<file path="src/rtl/selfprog_pkg.sv">
package selfprog_pkg;
  typedef enum logic [2:0] {
    OP_NONE  = 3'd0,
    OP_FILL  = 3'd1,
    OP_ERASE = 3'd2,
    OP_WRITE = 3'd3,
    OP_LOCK  = 3'd4,
    OP_RWW   = 3'd5
  } sp_op_e;

  localparam logic [4:0] CODE_FILL  = 5'b00001;
  localparam logic [4:0] CODE_ERASE = 5'b00011;
  localparam logic [4:0] CODE_WRITE = 5'b00101;
  localparam logic [4:0] CODE_LOCK  = 5'b01001;
  localparam logic [4:0] CODE_RWW   = 5'b10001;
endpackage

</file>
<file path="src/rtl/selfprog_decode.sv">
module selfprog_decode
  import selfprog_pkg::*;
(
  input  logic [4:0] code,
  output logic       valid,
  output sp_op_e     op
);
  always_comb begin
    valid = 1'b1;
    unique case (code)
      CODE_FILL:  op = OP_FILL;
      CODE_ERASE: op = OP_ERASE;
      CODE_WRITE: op = OP_WRITE;
      CODE_LOCK:  op = OP_LOCK;
      CODE_RWW:   op = OP_RWW;
      default: begin
        op    = OP_NONE;
        valid = 1'b0;
      end
    endcase
  end
endmodule

</file>
<file path="src/rtl/selfprog_window.sv">
module selfprog_window #(
  parameter int WIN     = 4,
  parameter int LPM_WIN = 3
) (
  input  logic clk,
  input  logic rst_n,
  input  logic load,
  input  logic clear,
  output logic armed,
  output logic last,
  output logic early
);
  localparam int CW = $clog2(WIN + 1);
  localparam logic [CW-1:0] WIN_V   = CW'(WIN);
  localparam logic [CW-1:0] EARLY_V = CW'(WIN - LPM_WIN);

  logic [CW-1:0] cnt;

  always_ff @(posedge clk or negedge rst_n) begin
    if (!rst_n)            cnt <= '0;
    else if (clear)        cnt <= '0;
    else if (load)         cnt <= WIN_V;
    else if (cnt != '0)    cnt <= cnt - 1'b1;
  end

  assign armed = (cnt != '0);
  assign last  = (cnt == CW'(1));
  assign early = (cnt > EARLY_V);
endmodule

</file>
<file path="src/rtl/selfprog_launch.sv">
module selfprog_launch
  import selfprog_pkg::*;
#(
  parameter int ADDR_W   = 16,
  parameter int DATA_W   = 16,
  parameter int PAGE_LSB = 6,
  parameter logic [ADDR_W-1:0] NRWW_BASE = 16'hE000
) (
  input  logic              clk,
  input  logic              rst_n,
  input  logic              launch,
  input  sp_op_e            op,
  input  logic              lpm_hit,
  input  logic [ADDR_W-1:0] z_addr,
  input  logic [DATA_W-1:0] r_data,
  input  logic              flash_done,
  output logic              flash_start,
  output logic [2:0]        flash_op,
  output logic [ADDR_W-1:0] flash_addr,
  output logic [DATA_W-1:0] flash_wdata,
  output logic              busy,
  output logic              halt_cpu,
  output logic              lf_rd,
  output logic              lf_fuse
);
  localparam logic [ADDR_W-1:0] PAGE_MASK = ADDR_W'((1 << PAGE_LSB) - 1);
  localparam logic [ADDR_W-1:0] WORD_MASK = ADDR_W'(1);
  localparam logic [DATA_W-1:0] LOW_MASK  = DATA_W'(8'hFF);

  logic [ADDR_W-1:0] addr_n;
  logic [DATA_W-1:0] data_n;
  logic              long_op;
  logic              in_nrww;

  always_comb begin
    addr_n = '0;
    data_n = '0;
    case (op)
      OP_FILL: begin
        addr_n = z_addr & ~WORD_MASK;
        data_n = r_data;
      end
      OP_ERASE, OP_WRITE: addr_n = z_addr & ~PAGE_MASK;
      OP_LOCK:  data_n = r_data & LOW_MASK;
      default: ;
    endcase
  end

  assign long_op = (op == OP_ERASE) || (op == OP_WRITE);
  assign in_nrww = (z_addr >= NRWW_BASE);

  always_ff @(posedge clk or negedge rst_n) begin
    if (!rst_n) begin
      flash_start <= 1'b0;
      flash_op    <= 3'd0;
      flash_addr  <= '0;
      flash_wdata <= '0;
      busy        <= 1'b0;
      halt_cpu    <= 1'b0;
      lf_rd       <= 1'b0;
      lf_fuse     <= 1'b0;
    end else begin
      flash_start <= launch;
      lf_rd       <= lpm_hit;
      if (lpm_hit) lf_fuse <= z_addr[0];
      if (launch) begin
        flash_op    <= op;
        flash_addr  <= addr_n;
        flash_wdata <= data_n;
        busy        <= long_op;
        halt_cpu    <= long_op && in_nrww;
      end else if (busy && flash_done) begin
        busy     <= 1'b0;
        halt_cpu <= 1'b0;
      end
    end
  end
endmodule

</file>
<file path="src/rtl/selfprog_arm.sv">
module selfprog_arm
  import selfprog_pkg::*;
#(
  parameter int ADDR_W   = 16,
  parameter int DATA_W   = 16,
  parameter int PAGE_LSB = 6,
  parameter int WIN      = 4,
  parameter int LPM_WIN  = 3,
  parameter logic [ADDR_W-1:0] NRWW_BASE = 16'hE000
) (
  input  logic              clk,
  input  logic              rst_n,
  input  logic              csr_we,
  input  logic [4:0]        csr_wdata,
  output logic [7:0]        csr_rdata,
  input  logic              store_stb,
  input  logic              load_stb,
  input  logic [ADDR_W-1:0] z_addr,
  input  logic [DATA_W-1:0] r_data,
  output logic              flash_start,
  output logic [2:0]        flash_op,
  output logic [ADDR_W-1:0] flash_addr,
  output logic [DATA_W-1:0] flash_wdata,
  input  logic              flash_done,
  output logic              flash_busy,
  output logic              halt_cpu,
  output logic              lf_rd,
  output logic              lf_fuse
);
  logic [4:0] cmd_q;
  sp_op_e     op_q;
  logic       dec_valid;
  sp_op_e     dec_op;
  logic       win_armed, win_last, win_early;
  logic       armed, launch, expire, wr_ok, lpm_hit, hold;

  selfprog_decode u_dec (
    .code  (csr_wdata),
    .valid (dec_valid),
    .op    (dec_op)
  );

  assign armed   = win_armed && !flash_busy;
  assign launch  = store_stb && armed;
  assign expire  = armed && win_last && !store_stb;
  assign wr_ok   = csr_we && dec_valid && !flash_busy && !launch && !expire;
  assign lpm_hit = load_stb && armed && win_early && (op_q == OP_LOCK);
  assign hold    = (op_q == OP_ERASE) || (op_q == OP_WRITE);

  selfprog_window #(.WIN(WIN), .LPM_WIN(LPM_WIN)) u_win (
    .clk   (clk),
    .rst_n (rst_n),
    .load  (wr_ok),
    .clear (launch || expire),
    .armed (win_armed),
    .last  (win_last),
    .early (win_early)
  );

  always_ff @(posedge clk or negedge rst_n) begin
    if (!rst_n) begin
      cmd_q <= '0;
      op_q  <= OP_NONE;
    end else if (flash_busy && flash_done) begin
      cmd_q <= '0;
      op_q  <= OP_NONE;
    end else if ((launch && !hold) || expire) begin
      cmd_q <= '0;
      op_q  <= OP_NONE;
    end else if (wr_ok) begin
      cmd_q <= csr_wdata;
      op_q  <= dec_op;
    end
  end

  selfprog_launch #(
    .ADDR_W(ADDR_W), .DATA_W(DATA_W), .PAGE_LSB(PAGE_LSB), .NRWW_BASE(NRWW_BASE)
  ) u_launch (
    .clk         (clk),
    .rst_n       (rst_n),
    .launch      (launch),
    .op          (op_q),
    .lpm_hit     (lpm_hit),
    .z_addr      (z_addr),
    .r_data      (r_data),
    .flash_done  (flash_done),
    .flash_start (flash_start),
    .flash_op    (flash_op),
    .flash_addr  (flash_addr),
    .flash_wdata (flash_wdata),
    .busy        (flash_busy),
    .halt_cpu    (halt_cpu),
    .lf_rd       (lf_rd),
    .lf_fuse     (lf_fuse)
  );

  assign csr_rdata = {2'b00, flash_busy, cmd_q};
endmodule

</file>
<file path="config.mk">
export PLATFORM = sky130hd
export DESIGN_NAME = selfprog_arm
export DESIGN_NICKNAME = d
export VERILOG_FILES = /design/src/rtl/selfprog_pkg.sv /design/src/rtl/selfprog_decode.sv /design/src/rtl/selfprog_window.sv /design/src/rtl/selfprog_launch.sv /design/src/rtl/selfprog_arm.sv
export SDC_FILE = /design/constraint.sdc
export NUM_CORES = 1
export LEC_CHECK = 0
export ABC_CLOCK_PERIOD_IN_PS = 5800
export BUFFER_PORTS_ARGS = -buffer_cell sky130_fd_sc_hd__buf_2
export CAP_MARGIN = 10
export CORE_UTILIZATION = 25
export CTS_CLUSTER_SIZE = 25
export DETAILED_ROUTE_END_ITERATION = 8
export PLACE_DENSITY = 0.52
export SKIP_LAST_GASP = 1
export SYNTH_ARGS = -nofsm -noshare
export SYNTH_HDL_FRONTEND = slang
export SYNTH_SLANG_ARGS = --single-unit
</file>
<file path="constraint.sdc">
create_clock -name clk -period 5.8 [get_ports clk]
set_input_delay 0.29 -clock clk [delete_from_list [all_inputs] [get_ports clk]]
set_output_delay 0.29 -clock clk [all_outputs]
set_load 0.03 [all_outputs]
</file>
==> results.txt <==
The count of port buffers added during placement was 87; the total placed cells including tap cells was 355. Synthesis produced a netlist whose cell count is 173. The repair_antennas step left the layout with diodes totalling 0. The tools report the sink count of the clock tree as 50.

Measured along the y axis, the die boundary spans 95.7 um. Post-CTS repair changed the size of 0 cells. The cell area power density came out at 368 nW/um2.

Yosys attributes the largest share of cell area to dfrtp_1 57%, a22o_1 12%, mux2_4 3.4%. The logs give 0 for the final setup violation count and 91 for the number of placed I/O pins. The first detailed-routing pass ran for 4 iterations. TritonCTS built the clock tree.

In this run the number of H-tree levels came out at 2. For the total routed wirelength, the log shows 5.27 mm. The run finished with clean final reports.

The tree is rooted in a clkbuf_8. The cell with the most instances after synthesis was dfrtp_1. Counting instances in the post-synthesis netlist gives the leading cell types as 50 x dfrtp_1, 31 x a22o_1, 12 x nand2_1. The final route contains 1670 vias.

Type of the setup path with the least slack: reg -> reg. Counting cells, the worst reg-to-reg path comes to 7. After clock tree synthesis, the setup repair step added 0 buffers. The shortest period the worst path allows was 2.64 ns. The largest driver fanout on the critical path was 42. The number of global-route vias before repair is 1709, and the final weighted congestion in routability-driven placement is 0.811.

In this run, CTS created clock tree buffers numbering 5. Entering global routing, the biggest net connects 51 pins. After synthesis the netlist holds a flip-flop and latch count of 50.

The total design power was 1.02 mW. In the synthesized netlist the dominant register cell turns out to be dfrtp_1. The logs give 0 for the number of endpoints with negative hold slack in the final report and 2690 um2 for the placed cell area. CTS clock-pin slew for the worst setup and hold paths: 0.10 ns. For the worst setup path, the data arrival time is 2.86 ns.

The post-route cell area was 2780 um2. For the area inside the core boundary, the log shows 8340 um2. Relative to the synthesized area, the layout overhead comes to 26.4%.

The run gives 33 as the floorplan row count. For this design the static power due to leakage is 1.49 nW. In the routed design, unresolved DRC markers number 0.

The sequential-to-total area share from yosys stat is 57.0%, and the count of pins over their slew limit is 0. The final critical path takes up 45.5% of the cycle. The worst setup skew after layout is 0.00896 ns. Prior to clock tree synthesis, the placed netlist has a worst setup slack of 3.17 ns. The logs give 33.3% for the final standard cell utilization of the core and 362 for the count of placed standard cells in the final layout, fillers left out. The longest clock path from root to sink contains 2 buffers. The worst register-to-register path begins at u_win.cnt[1].

The chip width was 95.7 um; the worst relative slew slack was 36.7%. In this run the worst hold path is classified as in -> async. Among all stages on the critical path, the largest delay is contributed by or2_2. The tools report the number of nets in the finished design as 303. For the area of the die, the log shows 9160 um2. In the global route stage, overall resource usage came out at 12.0%. The tools report the clock insertion delay at the later pin of the skew report as 0.30 ns.

Across the VDD grid, the largest voltage drop is 0.118 mV. In this run the worst setup path begins at u_win.cnt[1]. The fraction of final layout cells with drive strength greater than 1 was 43.2%. The most numerous cell type found on the critical path is inv_1. The number of hold buffers added after CTS was 0. In this design, the stage delay of the slowest critical-path cell is 0.75 ns. The run gives 0.0807 ns as the smallest hold slack.

The first global-routing pass estimated 8.40 mm of wire. Traced cell by cell, the critical path runs through inv_1 -> ha_1 -> nor2b_2 -> or2_2 -> inv_1 -> a211o_1 -> mux2i_1. Setup repair after global routing left no endpoint under its margin.

STA classifies the critical path startpoint as a flip-flop. The number of maximum-capacitance violations is 0. The async set-reset flop share out of synthesis works out to 100%. During synthesis, Yosys emitted a total of 0 warnings. Post-synthesis instance area: 2200 um2.

The transition time at the pin with the least slew margin is 0.939 ns. The share of Yosys cell area claimed by the top area cell type works out to 57.0%. Timing would allow up to 379 MHz. The logs give 51 for the initial DRC count and 6.03 ns for the endpoint required time on the critical path. The tools report the number of distinct library cell variants in the gate-level netlist after synthesis as 41. The worst setup path is captured at a flip-flop. After layout, the worst setup slack is 3.16 ns.

The number of enable flip-flop cells after synthesis was 0. The run gives 0 as the number of antenna violations at the first check in global routing. In the final timing run, aggregate negative setup slack is 0 ns.

The starting density of the core was 26.3%; the sum of overflow across all layers after global routing was 0. The average detailed-routed wire length per instance is 14.5 um. The mean area per synthesized cell is 12.7 um2, and the average via count per standard cell is 4.61. The post-route antenna net violation count came out at 0. For the detailed placement HPWL, the log shows 3.71 mm. The synthesized design spends more area on one cell type than any other, namely dfrtp_1.
==> cell families (layout without fill, tap and decap cells) <==
family / after synthesis / after routing / share of synthesized area (%)
XOR/XNOR: 3 / 3 / 1.20
flip-flops: 50 / 50 / 57.0
other: 1 / 3 / 0.171
adder cells (fa/ha/maj): 3 / 3 / 1.71
buffers and inverters: 19 / 101 / 4.96
multiplexers: 9 / 9 / 5.36
AND/OR/NAND/NOR: 40 / 40 / 11.6
AO/OA/AOI/OAI: 48 / 48 / 18.0
==> where the power goes <==
group          switching (mW)  internal [mW]
registers              0.0385          0.403
clock network           0.118         0.0827
logic                   0.253          0.125
==> cell type report <==
class                   count  area [um2]
repair buffers             88         443
multi-input cells         106         843
inverters                   6        22.5
flip-flops and latches     50        1250
well taps                 105         131
clock buffers               5        68.8
fillers                   855        5570
clock inverters             2        15.0
==> layer usage <==
layer	part of all wire [%]	global-route usage (%)
met1	44	15.0
met2	49	20.5
met3	6.2	3.08
met4	0.55	2.99
met5	0	0
==> cells in the final DEF (no fill, tap or decap), types with 4 or more instances in the layout <==
cell and instances:
a211oi_1 5, inv_1 6, a22o_1 31, mux2_4 5, buf_2 87, o21ai_0 5, clkbuf_8 5, nand2_1 12
nor3b_1 6, dfrtp_1 50, nor2_1 4
==> registers in the layout, indices dropped and copies added, names as in the netlist, 3 cells and up <==
register and count:
cmd_q 5, u_launch.flash_addr 15, u_win.cnt 3, u_launch.flash_op 3, u_launch.flash_wdata 16, op_q 3
==> worst max-delay path: cells and delay by family, from the launching register on <==
family,cells,cell delay [ns]
AOI/OAI and AO/OA,1,0.35
DFF,1,0.39
muxes,1,0.12
buffers and inverters,2,0.39
and+or+nand+nor,2,1.08
adders and majority gates,1,0.23
==> worst paths after layout <==
check | end | slack, ns
worst max-delay path | op_q[1] | 3.16
max in group asynchronous | op_q[0] | 5.27
min in group clk | u_launch.busy | 0.20
worst min register to register | u_launch.flash_op[2] | 0.47
worst max register to register | op_q[1] | 3.16
worst min-delay path | u_launch.flash_addr[12] | 0.08
Power figures use the tool's default switching activity.
